[src/rtl/pfilt_pkg.sv]
package pfilt_pkg;
  typedef enum logic [2:0] {
    K_PRB_SHARED = 3'd0,
    K_PRB_INVAL  = 3'd1,
    K_RMT_READ   = 3'd2,
    K_RMT_RFM    = 3'd3,
    K_RMT_EVICT  = 3'd4
  } req_kind_e;

  typedef enum logic [1:0] {
    ST_I = 2'd0,
    ST_S = 2'd1,
    ST_O = 2'd2,
    ST_M = 2'd3
  } mosi_e;
endpackage

[src/rtl/pfilt_match.sv]
module pfilt_match #(
  parameter int ENTRIES = 4,
  parameter int ADDR_W  = 16,
  parameter int IDX_W   = 2
) (
  input  logic [ENTRIES-1:0]             ent_v,
  input  logic [ENTRIES-1:0][ADDR_W-1:0] ent_tag,
  input  logic [ADDR_W-1:0]              addr,
  output logic                           hit,
  output logic [IDX_W-1:0]               hit_idx,
  output logic                           has_free,
  output logic [IDX_W-1:0]               free_idx
);
  logic [ENTRIES-1:0] eq;

  for (genvar g = 0; g < ENTRIES; g++) begin : g_cmp
    assign eq[g] = ent_v[g] && (ent_tag[g] == addr);
  end

  always_comb begin
    hit      = 1'b0;
    hit_idx  = '0;
    has_free = 1'b0;
    free_idx = '0;
    for (int i = ENTRIES - 1; i >= 0; i--) begin
      if (eq[i]) begin
        hit     = 1'b1;
        hit_idx = IDX_W'(i);
      end
      if (!ent_v[i]) begin
        has_free = 1'b1;
        free_idx = IDX_W'(i);
      end
    end
  end
endmodule

[src/rtl/pfilt_victim.sv]
module pfilt_victim #(
  parameter int ENTRIES = 4,
  parameter int IDX_W   = 2
) (
  input  logic             clk,
  input  logic             rst,
  input  logic             adv,
  output logic [IDX_W-1:0] ptr
);
  always_ff @(posedge clk) begin
    if (rst) ptr <= '0;
    else if (adv) ptr <= (ptr == IDX_W'(ENTRIES - 1)) ? '0 : ptr + 1'b1;
  end
endmodule

[src/rtl/pfilt_top.sv]
module pfilt_top
  import pfilt_pkg::*;
#(
  parameter int ENTRIES  = 4,
  parameter int ADDR_W   = 16,
  parameter int NODES    = 8,
  parameter int LOCAL_ID = 0
) (
  input  logic                      clk,
  input  logic                      rst,
  input  logic                      req_valid,
  output logic                      req_ready,
  input  logic [2:0]                req_kind,
  input  logic [ADDR_W-1:0]         req_addr,
  input  logic [$clog2(NODES)-1:0]  req_node,
  output logic                      prb_valid,
  input  logic                      prb_ready,
  output logic [ADDR_W-1:0]         prb_addr,
  output logic [NODES-1:0]          prb_mask,
  output logic                      prb_inval
);
  localparam int IDX_W  = (ENTRIES > 1) ? $clog2(ENTRIES) : 1;
  localparam int NODE_W = $clog2(NODES);

  logic [ENTRIES-1:0]             ent_v;
  logic [ENTRIES-1:0][ADDR_W-1:0] ent_tag;
  logic [ENTRIES-1:0][NODES-1:0]  ent_sh;
  mosi_e                          ent_st [ENTRIES];

  logic             hit, has_free, victim_adv;
  logic [IDX_W-1:0] hit_idx, free_idx, victim_ptr, fill_idx;
  logic             acc, from_local, is_fetch;
  logic [NODES-1:0] node_bit, hit_sh;
  mosi_e            hit_st;
  req_kind_e        kind;

  pfilt_match #(.ENTRIES(ENTRIES), .ADDR_W(ADDR_W), .IDX_W(IDX_W)) u_match (
    .ent_v(ent_v), .ent_tag(ent_tag), .addr(req_addr),
    .hit(hit), .hit_idx(hit_idx), .has_free(has_free), .free_idx(free_idx)
  );

  pfilt_victim #(.ENTRIES(ENTRIES), .IDX_W(IDX_W)) u_victim (
    .clk(clk), .rst(rst), .adv(victim_adv), .ptr(victim_ptr)
  );

  assign req_ready  = !prb_valid;
  assign acc        = req_valid && req_ready;
  assign kind       = req_kind_e'(req_kind);
  assign from_local = (req_node == NODE_W'(LOCAL_ID));
  assign node_bit   = NODES'(1) << req_node;
  assign hit_sh     = ent_sh[hit_idx];
  assign hit_st     = ent_st[hit_idx];
  assign is_fetch   = (kind == K_RMT_READ) || (kind == K_RMT_RFM);
  assign fill_idx   = has_free ? free_idx : victim_ptr;
  assign victim_adv = acc && is_fetch && !from_local && !hit && !has_free;

  always_ff @(posedge clk) begin
    if (rst) begin
      ent_v     <= '0;
      prb_valid <= 1'b0;
      prb_addr  <= '0;
      prb_mask  <= '0;
      prb_inval <= 1'b0;
      for (int i = 0; i < ENTRIES; i++) begin
        ent_tag[i] <= '0;
        ent_sh[i]  <= '0;
        ent_st[i]  <= ST_I;
      end
    end else begin
      if (prb_valid && prb_ready) prb_valid <= 1'b0;
      if (acc) begin
        case (kind)
          K_PRB_SHARED: begin
            prb_valid <= 1'b1;
            prb_addr  <= req_addr;
            prb_inval <= 1'b0;
            prb_mask  <= (hit && (hit_st == ST_M || hit_st == ST_O)) ? hit_sh : '0;
          end
          K_PRB_INVAL: begin
            prb_valid <= 1'b1;
            prb_addr  <= req_addr;
            prb_inval <= 1'b1;
            prb_mask  <= hit ? hit_sh : '0;
            if (hit) begin
              ent_v[hit_idx]  <= 1'b0;
              ent_sh[hit_idx] <= '0;
              ent_st[hit_idx] <= ST_I;
            end
          end
          K_RMT_READ, K_RMT_RFM: begin
            if (!from_local) begin
              if (hit) begin
                ent_sh[hit_idx] <= (kind == K_RMT_READ) ? (hit_sh | node_bit) : node_bit;
                ent_st[hit_idx] <= (kind == K_RMT_READ) ? ST_S : ST_M;
              end else begin
                if (!has_free) begin
                  prb_valid <= 1'b1;
                  prb_addr  <= ent_tag[victim_ptr];
                  prb_mask  <= ent_sh[victim_ptr];
                  prb_inval <= 1'b1;
                end
                ent_v[fill_idx]   <= 1'b1;
                ent_tag[fill_idx] <= req_addr;
                ent_sh[fill_idx]  <= node_bit;
                ent_st[fill_idx]  <= (kind == K_RMT_READ) ? ST_S : ST_M;
              end
            end
          end
          K_RMT_EVICT: begin
            if (!from_local && hit) begin
              ent_sh[hit_idx] <= hit_sh & ~node_bit;
              if ((hit_sh & ~node_bit) == '0) begin
                ent_v[hit_idx]  <= 1'b0;
                ent_st[hit_idx] <= ST_I;
              end
            end
          end
          default: ;
        endcase
      end
    end
  end
endmodule

[config.mk]
export PLATFORM = sky130hd
export DESIGN_NAME = pfilt_top
export DESIGN_NICKNAME = d
export VERILOG_FILES = /design/src/rtl/pfilt_pkg.sv /design/src/rtl/pfilt_match.sv /design/src/rtl/pfilt_victim.sv /design/src/rtl/pfilt_top.sv
export SDC_FILE = /design/constraint.sdc
export NUM_CORES = 1
export LEC_CHECK = 0
export BUFFER_PORTS_ARGS = -buffer_cell sky130_fd_sc_hd__clkbuf_2
export CAP_MARGIN = 20
export CORE_MARGIN = 8
export CORE_UTILIZATION = 50
export DETAILED_ROUTE_END_ITERATION = 12
export PLACE_DENSITY = 0.68
export SYNTH_ARGS = -nofsm -noshare
export SYNTH_HDL_FRONTEND = slang
export SYNTH_SLANG_ARGS = --single-unit
[constraint.sdc]
create_clock -name clk -period 8.15 [get_ports clk]
set_input_delay 1.63 -clock clk [delete_from_list [all_inputs] [get_ports clk]]
set_output_delay 1.63 -clock clk [all_outputs]
set_load 0.05 [all_outputs]
======== After elaboration in Yosys (flattened, before gate mapping) ========
Memory sizes are Yosys's and may differ from the RTL's.
Index checks and enable logic that the tools add are counted.
word-level totals
  flip-flop bits (word level) ............. 128
  latch bits .............................. 0
  bits in writable memories ............... 8
  memory bits (read-only) ................. 0
  input port bits ......................... 26
  output and inout bits ................... 27
  word-level logic and storage cells ...... 189
  memories kept ........................... 1
memories
  memory  words  bits a word  read ports  clocked after memory_dff  wr ports  line             source
  ent_st  4      2            1           0                         4         pfilt_top.sv:28  mosi_e ent_st [ENTRIES];
cells by class
  add/sub/neg operators ................... 1
  multiply operators ...................... 0
  div/mod/pow operators ................... 0
  magnitude comparators ................... 5
  equal/unequal tests ..................... 17
  shifts and indexed selects .............. 1
  muxes and demuxes ....................... 103
  bitwise logic cells ..................... 12
  reduce and logical (&&, ||, !) cells .... 35
operators by type and width
  cell                  count
  $mux W32              4
  $bwmux W32            3
  $pmux W32 S3          1
  $mux W16              5
  $mux W8               10
  $bwmux W64            1
  $eq A16 B16 Y1        4
  $mux W1               44
  $mux W2               17
  $and A32 B32 Y32      1
  $bmux W16 S2          1
  $bmux W8 S2           2
  $demux W16 S2         1
  $demux W8 S2          2
  $not A32 Y32          1
  $pmux W16 S2          1
  $pmux W8 S3           1
  $mux W4               5
  $reduce_and A5 Y1     3
  $logic_and A1 B1 Y1   14
  $ne A2 B2 Y1 const B  6
  $pmux W4 S3           1
  $lt A2 B3 Y1 const B  3
  $and A8 B8 Y8         1
  26 further kinds      42

======== Logic depth before layout (Yosys ltp) ========
Gate-level depths: netlist of run 1.
  word-level depth ........................ 20
  gate-level depth with buffers ........... 15
  depth with buffers taken out ............ 10

======== By module ========
Synthesis of run 1 repeated with hierarchy kept, for this count alone.
second synthesis, totals
  cell total of the unflattened synthesis .. 933
  area, all modules ....................... 8056.5 um^2
by module, submodules not included
  module        times used  cells an instance  area each (um^2)  seq. area each (um^2)
  pfilt_top     1           825                7176.9            2642.5
  pfilt_match   1           100                793.3             0.0
  pfilt_victim  1           8                  86.3              40.0

======== Worst setup path before layout of run 1 ========
Ideal clock, no wire load.
  kind .................................... input to register
  from .................................... input req_addr[1]
  to ...................................... memory ent_st[0][1] in the netlist's numbering, enable pin
  library setup time ...................... 320 ps
  data arrival time ....................... 4586 ps
  required time ........................... 7830 ps
  path slack .............................. 3244 ps
  stages on the path ...................... 11
  buffers on the path ..................... 1
  cells stage by stage .................... buf_2 -> xor2_1 -> or4_4 -> nor4_4 -> a22oi_1 -> a221oi_2 -> a21oi_1 -> a2111o_1 -> nor4_4 -> o21ai_2 -> o31ai_1
RTL lines
  what                line             source
  start: declaration  pfilt_top.sv:14  input logic [ADDR_W-1:0] req_addr,
  end: declaration    pfilt_top.sv:28

======== Worst setup path after layout of run 1 ========
  from .................................... input req_addr[3]
  to ...................................... register ent_tag[9] in the netlist's numbering
between the ends
  cells in the longest elaborated chain, start to end .. 8
  elaborated cells between the ends (all ways) .. 14
  classes of those cells .................. eq/ne (4); mux (4); bitwise (1); reduce/logical (5)
ends and longest elaborated chain
  what                                    line               source
  $eq A16 B16 Y1                          pfilt_match.sv:17  assign eq[g] = ent_v[g] && (ent_tag[g] == addr);
  $logic_and A1 B1 Y1                     pfilt_match.sv:17
  $mux W1 (3 in a row)                    pfilt_match.sv:26  if (eq[i]) begin
  $mux W1 (*)                             pfilt_match.sv:26
  $not A1 Y1 (no source line) (*)         --
  $reduce_and A4 Y1 (no source line) (*)  --
  end signal: indexed assignment          pfilt_top.sv:103   ent_tag[fill_idx] <= req_addr;
  end: declaration                        pfilt_top.sv:26    logic [ENTRIES-1:0][ADDR_W-1:0] ent_tag;
Every way passes the cells marked *; elsewhere a longest branch is shown, timed or not.
A chain may end at the register's enable or synchronous reset.

==> results of run 1 <==
==> final cells by class <==
| type | instances | area share (%) |
|---|---|---|
| Clock inverter | 13 | 1.57 |
| Tap cell | 220 | 2.95 |
| Sequential cell | 132 | 28.7 |
| Timing Repair Buffer | 69 | 4.15 |
| Inverter | 20 | 0.804 |
| Multi-Input combinational cell | 818 | 57.1 |
| Clock buffer | 19 | 4.74 |
==> cell usage after synthesis, types with 24 or more instances <==
cell	count
sky130_fd_sc_hd__xor2_1	26
sky130_fd_sc_hd__nor2_1	139
sky130_fd_sc_hd__nand2_1	134
sky130_fd_sc_hd__mux2i_1	53
sky130_fd_sc_hd__xnor2_1	38
sky130_fd_sc_hd__clkbuf_1	52
sky130_fd_sc_hd__buf_2	25
sky130_fd_sc_hd__a22oi_1	24
sky130_fd_sc_hd__o21ai_0	72
sky130_fd_sc_hd__mux4_2	24
sky130_fd_sc_hd__a21oi_1	72
sky130_fd_sc_hd__dfxtp_1	128
==> final timing paths <==
check | from | endpoint | slack (ps) | depth (start not counted)
min | prb_addr[7] | prb_addr[7] | 500 | 2
min reg2reg | prb_addr[7] | prb_addr[7] | 500 | 2
max reg2reg | ent_tag[34] | ent_tag[9] | 3860 | 9
max | req_addr[3] | ent_tag[9] | 2770 | 10
==> power groups by stage <==
stage	combinational (uW)	clock (uW)	sequential [uW]
6_report	186	781	670
4_1_cts	182	784	670
5_1_grt	199	813	672
3_5_place_dp	181	0	684
3_3_place_gp	180	0	684
2_1_floorplan	113	0	704
==> logic make-up (layout without fill, tap and decap cells) <==
logic type | after synthesis | after routing | share of synthesized area [%]
compound gates | 291 | 291 | 22.4
simple gates | 384 | 384 | 20.9
flops | 132 | 132 | 31.8
xor+xnor | 64 | 64 | 6.64
mux | 78 | 78 | 12.8
buf+inv | 104 | 121 | 5.22
fa+ha+maj | 1 | 1 | 0.148
==> critical path: cells and delay by family <==
family / cells / cell delay, ps
AND/OR/NAND/NOR: 6 / 3010
multiplexers: 1 / 390
AO/OA/AOI/OAI: 1 / 210
XOR/XNOR: 1 / 200
buffers and inverters: 1 / 180
==> routing by layer <==
layer | GRT usage [%] | part of all wire [%] | vias to the layer above
met5 | 0 | 0 | -
met4 | 12.1 | 4.3 | 0
met3 | 6.90 | 11 | 110
met2 | 39.7 | 43 | 509
met1 | 34.8 | 42 | 3876
li1 | - | - | 3833
==> state kept, by name, indices dropped and copies added (netlist names) <==
register / flops
u_victim.ptr: 2
prb_valid: 1
ent_sh: 32
ent_st: 4
prb_inval: 1
ent_tag: 64
prb_mask: 8
prb_addr: 16
ent_v: 4
==> through the flow <==
stage	hold slack [ps]	area (um2)	util [%]	total power [uW]
after global placement	481	8740	52.9	864
after detailed placement	490	8740	52.9	865
after floorplan	450	8440	-	817
after global routing	516	9340	56.5	1680
after CTS	495	9330	56.4	1640
final	495	9340	56.5	1640
==> PnR_summary.wiki, run 1 <==
{| class="wikitable"
! Metric !! Value
|-
| Synthesized area || 0.00844 mm2
|-
| Setup repair after global routing missed its margin || no
|-
| Synthesized instance count || 1054
|-
| Number of hold-repair buffers added at the cts stage || 0
|-
| Via count || 8328
|-
| Io pins || 53
|-
| Count of flip-flops with a built-in enable after synthesis || 4
|-
| Global-route usage over all layers || 26.4%
|-
| Clk Tree Root Cell || sky130_fd_sc_hd__clkbuf_16
|-
| Number of distinct library cells after synthesis || 71
|-
| Max Slew Vio Count || 0
|-
| Static leakage power || 0.00318 uW
|-
| Number of global-route vias before repair || 7947
|-
| Estimated wirelength of the detail-placed design || 19800 um
|-
| Horiz. Die Dim || 146 um
|-
| Sequential share of power || 40.9%
|-
| Clock transition time at the flip-flop clock pins of the worst setup and hold paths || 60 ps
|-
| Largest net degree at the start of global routing || 96
|-
| Initial antenna violation count || 0
|-
| Core ar. || 0.0165 mm2
|-
| Total of endpoints with negative setup slack in the final report || 0
|-
| Fin. Hold Viols || 0
|-
| Nature of the critical path endpoint || register
|-
| Kind of critical path || input pin to register
|-
| Buffer levels on the longest clock path || 2
|-
| Worst slack at placement || 2480 ps
|-
| Average wire per cell in the routed design || 22.2 um
|-
| Area added between synthesis and finish || 10.7%
|-
| Post-CTS repair timing setup buffer count || 0
|-
| Result of the run || finished, final reports clean
|-
| FP Rows || 47
|-
| Worst vdd ir || 0.152 mV
|-
| Initial core utilization || 51.1%
|-
| Relative slew margins || 25.2%
|-
| Post-DRT Antenna Nets || 0
|-
| Instance count after placement with tap cells included || 1257
|-
| Final total negative setup slack || 0 ps
|-
| Footprint of the multi-input gates || 0.00533 mm2
|-
| Portion of total power attributed to combinational logic || 11.4%
|-
| Worst endpoint data arrival time || 5650 ps
|-
| Fill cell count || 1549
|-
| Reg area || 0.00268 mm2
|-
| Critical path fanouts, max || 17
|-
| Smallest setup slack after layout || 2770 ps
|-
| First-pass GRT wire length || 44900 um
|-
| Count of clock tree sinks || 132
|-
| Final period util || 66.0%
|-
| TritonCTS clock tree || built
|-
| Top_reg_cell synth || sky130_fd_sc_hd__dfxtp_1
|-
| Vias/cell || 6.45
|-
| Switching power share of the total || 28.1%
|-
| Register bit count reported by yosys || 132
|-
| Clock network latency to the later pin of the worst-skew pair || 430 ps
|-
| Fraction of layout instances using a drive strength above 1 || 13.9%
|-
| Count of input and output buffers || 52
|-
| Worst min-delay path category || register to register
|-
| Commonest non-fill, non-tap cell in the layout || sky130_fd_sc_hd__nor2_1
|-
| Transition time at the pin with the least slew margin || 1120 ps
|-
| Overflow left after global routing || 0
|-
| Mapped Avg Cell Area || 8.01 um2
|-
| Synthesized Nets || 1081
|-
| Internal power component || 1180 uW
|-
| Kind of start point of the critical path || input pin
|-
| Final Wtd Congestion || 1.01
|-
| Clock group share of total power || 47.7%
|-
| Antenna cells || 0
|-
| CTS H-tree depth || 4
|-
| CP cell instances || clkbuf_2, xnor2_1, nand4_1, or2_2, o22ai_1, or4_1, nor3_1, nand2_1, mux2i_1, nor2_1
|-
| Detailed Route Iter0 Violations || 1157
|-
| Highest-count cells in the layout ignoring fill and taps || 138 x sky130_fd_sc_hd__nor2_1, 134 x sky130_fd_sc_hd__nand2_1, 128 x sky130_fd_sc_hd__dfxtp_1
|-
| Max Clock Freq || 186 MHz
|-
| Number of buffers created by CTS || 17
|-
| Clk_skew || 11.9 ps
|-
| Max-cap viol count || 0
|-
| Switching Power || 461 uW
|-
| Stage delay of the slowest cell on the critical path || 920 ps
|-
| Cell with the largest stage delay on the worst path || sky130_fd_sc_hd__or4_1
|-
| Warnings, synthesis || 0
|-
| Power density over cell area || 175 mW/mm2
|-
| DRC viols || 0
|-
| Top-area cell type share of the netlist area || 30.4%
|-
| Count of nets after finishing || 1085
|-
| Resize count post-CTS || 0
|-
| Total Wirelength || 28600 um
|-
| Number of standard cells in the layout, taps in and fillers out || 1291
|-
| DR pass1 iterations || 6
|-
| Synth async-reset ratio || 0%
|-
| Die height || 146 um
|-
| Required time at the worst-slack endpoint || 8430 ps
|-
| Fraction of the yosys area taken by sequential cells || 31.8%
|-
| Synth area leaders || sky130_fd_sc_hd__dfxtp_1 30%, sky130_fd_sc_hd__mux4_2 6.4%, sky130_fd_sc_hd__mux2i_1 6.3%
|-
| Cell accounting for the most synthesized area || sky130_fd_sc_hd__dfxtp_1
|-
| Overall die area || 0.0213 mm2
|-
| Final critical delay including setup and external delays || 5380 ps
|}
No activity file was read; power rests on OpenSTA's default activity.
==> run 2, diff against run 1 <==
--- a/config.mk
+++ b/config.mk
@@ -5,12 +5,13 @@
 export SDC_FILE = /design/constraint.sdc
 export NUM_CORES = 1
 export LEC_CHECK = 0
+export ABC_AREA = 1
 export BUFFER_PORTS_ARGS = -buffer_cell sky130_fd_sc_hd__clkbuf_2
 export CAP_MARGIN = 20
 export CORE_MARGIN = 8
 export CORE_UTILIZATION = 50
 export DETAILED_ROUTE_END_ITERATION = 12
-export PLACE_DENSITY = 0.68
+export PLACE_DENSITY = 0.7
 export SYNTH_ARGS = -nofsm -noshare
 export SYNTH_HDL_FRONTEND = slang
 export SYNTH_SLANG_ARGS = --single-unit
==> constraint.sdc (replaced) <==
create_clock -name clk -period 4.74 [get_ports clk]
set_input_delay 0.948 -clock clk [delete_from_list [all_inputs] [get_ports clk]]
set_output_delay 0.948 -clock clk [all_outputs]
set_load 0.05 [all_outputs]
==> run 2 against run 1 <==
Total power grew 81%; cell count grew 41%; die area grew 11%; sequential share of layout area shrank 2.8 points; sequential power grew 75%; worst setup slack lost 1700 ps; core utilization shrank 0.98 points; critical path type unchanged; critical endpoint is now ent_sh[5]; highest routed layer unchanged.
==> PnR_summary.wiki, run 2 <==
{| class="wikitable"
! Metric !! Value
|-
| Result of the run || finished, final reports clean
|-
| Max-cap viol count || 0 (unchanged)
|-
| Register with the most flip-flops || ent_tag
|-
| Synthesized area || 0.00948 mm2 (+12%)
|-
| DR pass1 iterations || 6 (unchanged)
|-
| Top_reg_cell synth || sky130_fd_sc_hd__dfxtp_1
|-
| Antenna cells || 0 (unchanged)
|-
| Fraction of layout instances using a drive strength above 1 || 11.1% (-2.8 points)
|-
| Cell area after placement || 0.00976 mm2 (+12%)
|-
| Clock network latency to the later pin of the worst-skew pair || 440 ps (about the same)
|-
| Worst reg2reg startpoint || u_victim.ptr[1]
|-
| Commonest non-fill, non-tap cell in the layout || sky130_fd_sc_hd__nand2_1
|-
| Relative slew margins || 29.7% (+4.4 points)
|-
| Critical path fanouts, max || 45 (+28)
|-
| Mapped Avg Cell Area || 6.00 um2 (-25%)
|-
| Smallest setup slack after layout || 1110 ps (-1670 ps)
|-
| Horiz. Die Dim || 154 um (+5.3%)
|-
| Count of input and output buffers || 52 (unchanged)
|-
| Core ar. || 0.0186 mm2 (+13%)
|-
| Nature of the critical path endpoint || register
|-
| Startpoint of the tightest hold check path || ent_sh[20]
|-
| Area added between synthesis and finish || 9.24%
|-
| Kind of start point of the critical path || input pin
|-
| Max Clock Freq || 275 MHz
|-
| Die height || 154 um (+5.3%)
|-
| Fraction of the yosys area taken by sequential cells || 28.3% (-3.5 points)
|-
| Required time at the worst-slack endpoint || 5100 ps (-3330 ps)
|-
| Average wire per cell in the routed design || 19.7 um (-11%)
|-
| FP Rows || 50 (+6.4%)
|-
| Post-CTS repair timing setup buffer count || 0 (unchanged)
|-
| Worst slack at placement || 759 ps (-1720 ps)
|-
| TritonCTS clock tree || built
|-
| Total of endpoints with negative setup slack in the final report || 0 (unchanged)
|-
| Wire length on met3 || 2860 um (-5.6%)
|-
| Count leader, synth || sky130_fd_sc_hd__nand2_1
|-
| Synthesized instance count || 1579 (+50%)
|-
| Buffer levels on the longest clock path || 2 (unchanged)
|-
| Resize count post-CTS || 0 (unchanged)
|-
| First-pass GRT wire length || 56400 um (+26%)
|-
| CTS H-tree depth || 4 (unchanged)
|-
| Number of global-route vias before repair || 10546 (+33%)
|-
| Clk Tree Root Cell || sky130_fd_sc_hd__clkbuf_16
|-
| Final period util || 76.7%
|-
| Overall die area || 0.0236 mm2 (+11%)
|-
| Final Wtd Congestion || 1.02 (+0.73%)
|-
| Estimated wirelength of the detail-placed design || 25000 um (+27%)
|-
| Cell area after layout || 0.0104 mm2 (+11%)
|-
| Fill cell count || 1929 (+25%)
|-
| Met2 WL post-DR || 16900 um (+38%)
|-
| Worst min-delay path category || register to register
|-
| Overflow left after global routing || 0 (unchanged)
|-
| Commonest cells in the netlist || 383 x sky130_fd_sc_hd__nand2_1, 242 x sky130_fd_sc_hd__o21ai_0, 222 x sky130_fd_sc_hd__a21oi_1, 155 x sky130_fd_sc_hd__inv_1, 128 x sky130_fd_sc_hd__dfxtp_1
|-
| Static leakage power || 0.00435 uW (+37%)
|-
| Top sig layer || met4
|-
| Count of nets after finishing || 1607 (+48%)
|-
| Final total negative setup slack || 0 ps (unchanged)
|-
| Footprint of the multi-input gates || 0.00565 mm2 (+5.9%)
|-
| Total Wirelength || 35900 um (+26%)
|-
| Io pins || 53 (unchanged)
|-
| Global-route usage over all layers || 30.1% (+3.7 points)
|-
| Post-DRT Antenna Nets || 0 (unchanged)
|-
| DRC viols || 0 (unchanged)
|-
| Synth area leaders || sky130_fd_sc_hd__dfxtp_1 27%, sky130_fd_sc_hd__nand2_1 15%, sky130_fd_sc_hd__o21ai_0 13%
|-
| Sum of routed wire segments on met1 || 13500 um (+12%)
|-
| Synthesized Nets || 1606 (+49%)
|-
| Critical Path Start || req_addr[15]
|-
| Largest net degree at the start of global routing || 97 (+1.0%)
|-
| Count of flip-flops with a built-in enable after synthesis || 4 (unchanged)
|-
| Initial core utilization || 50.8% (-0.22 points)
|-
| Largest regs || ent_tag (64), ent_sh (32), prb_addr (16)
|-
| Number of distinct library cells after synthesis || 46 (-35%)
|-
| Detailed Route Iter0 Violations || 1159 (+0.17%)
|-
| Warnings, synthesis || 0 (unchanged)
|-
| Kind of critical path || input pin to register
|-
| Final critical delay including setup and external delays || 3630 ps
|-
| Worst vdd ir || 0.230 mV (+51%)
|-
| Max Slew Vio Count || 0 (unchanged)
|-
| Cell accounting for the most synthesized area || sky130_fd_sc_hd__dfxtp_1
|-
| Max reg flops || 64 (unchanged)
|-
| Core utilization of the finished layout || 55.5% (-0.98 points)
|-
| Synth async-reset ratio || 0% (unchanged)
|-
| Power density over cell area || 287 mW/mm2 (+63%)
|-
| Vias/cell || 6.03 (-6.5%)
|-
| Clk_skew || 7.83 ps (-4.08 ps)
|-
| Reg area || 0.00268 mm2 (about the same)
|-
| Transition time at the pin with the least slew margin || 1050 ps (-67.4 ps)
|-
| Count of clock tree sinks || 132 (unchanged)
|-
| Initial antenna violation count || 0 (unchanged)
|-
| Fin. Hold Viols || 0 (unchanged)
|-
| Worst endpoint data arrival time || 3990 ps (-1660 ps)
|-
| Clock transition time at the flip-flop clock pins of the worst setup and hold paths || 60 ps (about the same)
|-
| Highest-count cells in the layout ignoring fill and taps || 383 x sky130_fd_sc_hd__nand2_1, 242 x sky130_fd_sc_hd__o21ai_0, 222 x sky130_fd_sc_hd__a21oi_1
|-
| Number of hold-repair buffers added at the cts stage || 0 (unchanged)
|-
| Via count || 11014 (+32%)
|-
| Number of buffers created by CTS || 17 (unchanged)
|-
| Register bit count reported by yosys || 132 (unchanged)
|-
| Top-area cell type share of the netlist area || 27.0% (-3.3 points)
|-
| Setup repair after global routing missed its margin || no
|}
run 2: cells by family (layout without fill, tap and decap cells):
group | after synthesis | count (layout) | synth area share [%]
AND/OR/NAND/NOR | 653 | 653 | 30.7
AO/OA/AOI/OAI | 510 | 510 | 28.0
buffers and inverters | 276 | 289 | 12.2
flip-flops | 132 | 132 | 28.3
XOR/XNOR | 7 | 7 | 0.647
adder cells (fa/ha/maj) | 1 | 1 | 0.132
run 2: layer usage:
layer,vias to the layer above,global-route usage [%]
li1,5293,-
met1,4961,33.3
met2,591,51.3
met3,169,5.24
met4,0,22.5
met5,-,0
run 2: layout make-up:
cell class | count | area share (%)
Multi-Input combinational cell | 1171 | 54.5
Sequential cell | 132 | 25.9
Inverter | 184 | 6.77
Clock buffer | 18 | 4.35
Timing Repair Buffer | 74 | 4.23
Tap cell | 234 | 2.83
Clock inverter | 13 | 1.39
run 2: report_power, final:
part	internal, uW	total [uW]	switching [uW]
Clock	810	1380	571
Sequential	1150	1170	25.4
Combinational	110	412	302
Total	2070	2970	899
run 2: metrics by stage:
step	instances	hold WS [ps]	total power, uW
after global routing	1826	491	3070
after global placement	1795	451	1600
final	1826	461	2970
after floorplan	1579	443	1480
after detailed placement	1795	456	1600
after CTS	1826	465	2980
run 2: worst paths after layout:
path | endpoint | slack [ps] | cells after the start
worst min register to register | ent_sh[20] | 460 | 2
worst max register to register | ent_sh[21] | 1450 | 12
worst min-delay path | ent_sh[20] | 460 | 2
worst max-delay path | ent_sh[5] | 1110 | 19
run 2: critical path: stages:
cell	delay, ps
sky130_fd_sc_hd__clkbuf_2	220
sky130_fd_sc_hd__inv_1	150
sky130_fd_sc_hd__nand2_1	120
sky130_fd_sc_hd__nand2_1	60
sky130_fd_sc_hd__nor2_1	160
sky130_fd_sc_hd__nand3_1	80
sky130_fd_sc_hd__nor3_1	210
sky130_fd_sc_hd__nand4_1	220
sky130_fd_sc_hd__nand2_1	120
sky130_fd_sc_hd__nor2_1	100
sky130_fd_sc_hd__inv_2	190
sky130_fd_sc_hd__nand2_1	100
sky130_fd_sc_hd__nand3_1	100
sky130_fd_sc_hd__nand3_1	100
sky130_fd_sc_hd__buf_4	210
sky130_fd_sc_hd__inv_2	60
sky130_fd_sc_hd__buf_4	400
sky130_fd_sc_hd__o21ai_0	240
sky130_fd_sc_hd__a21oi_1	170
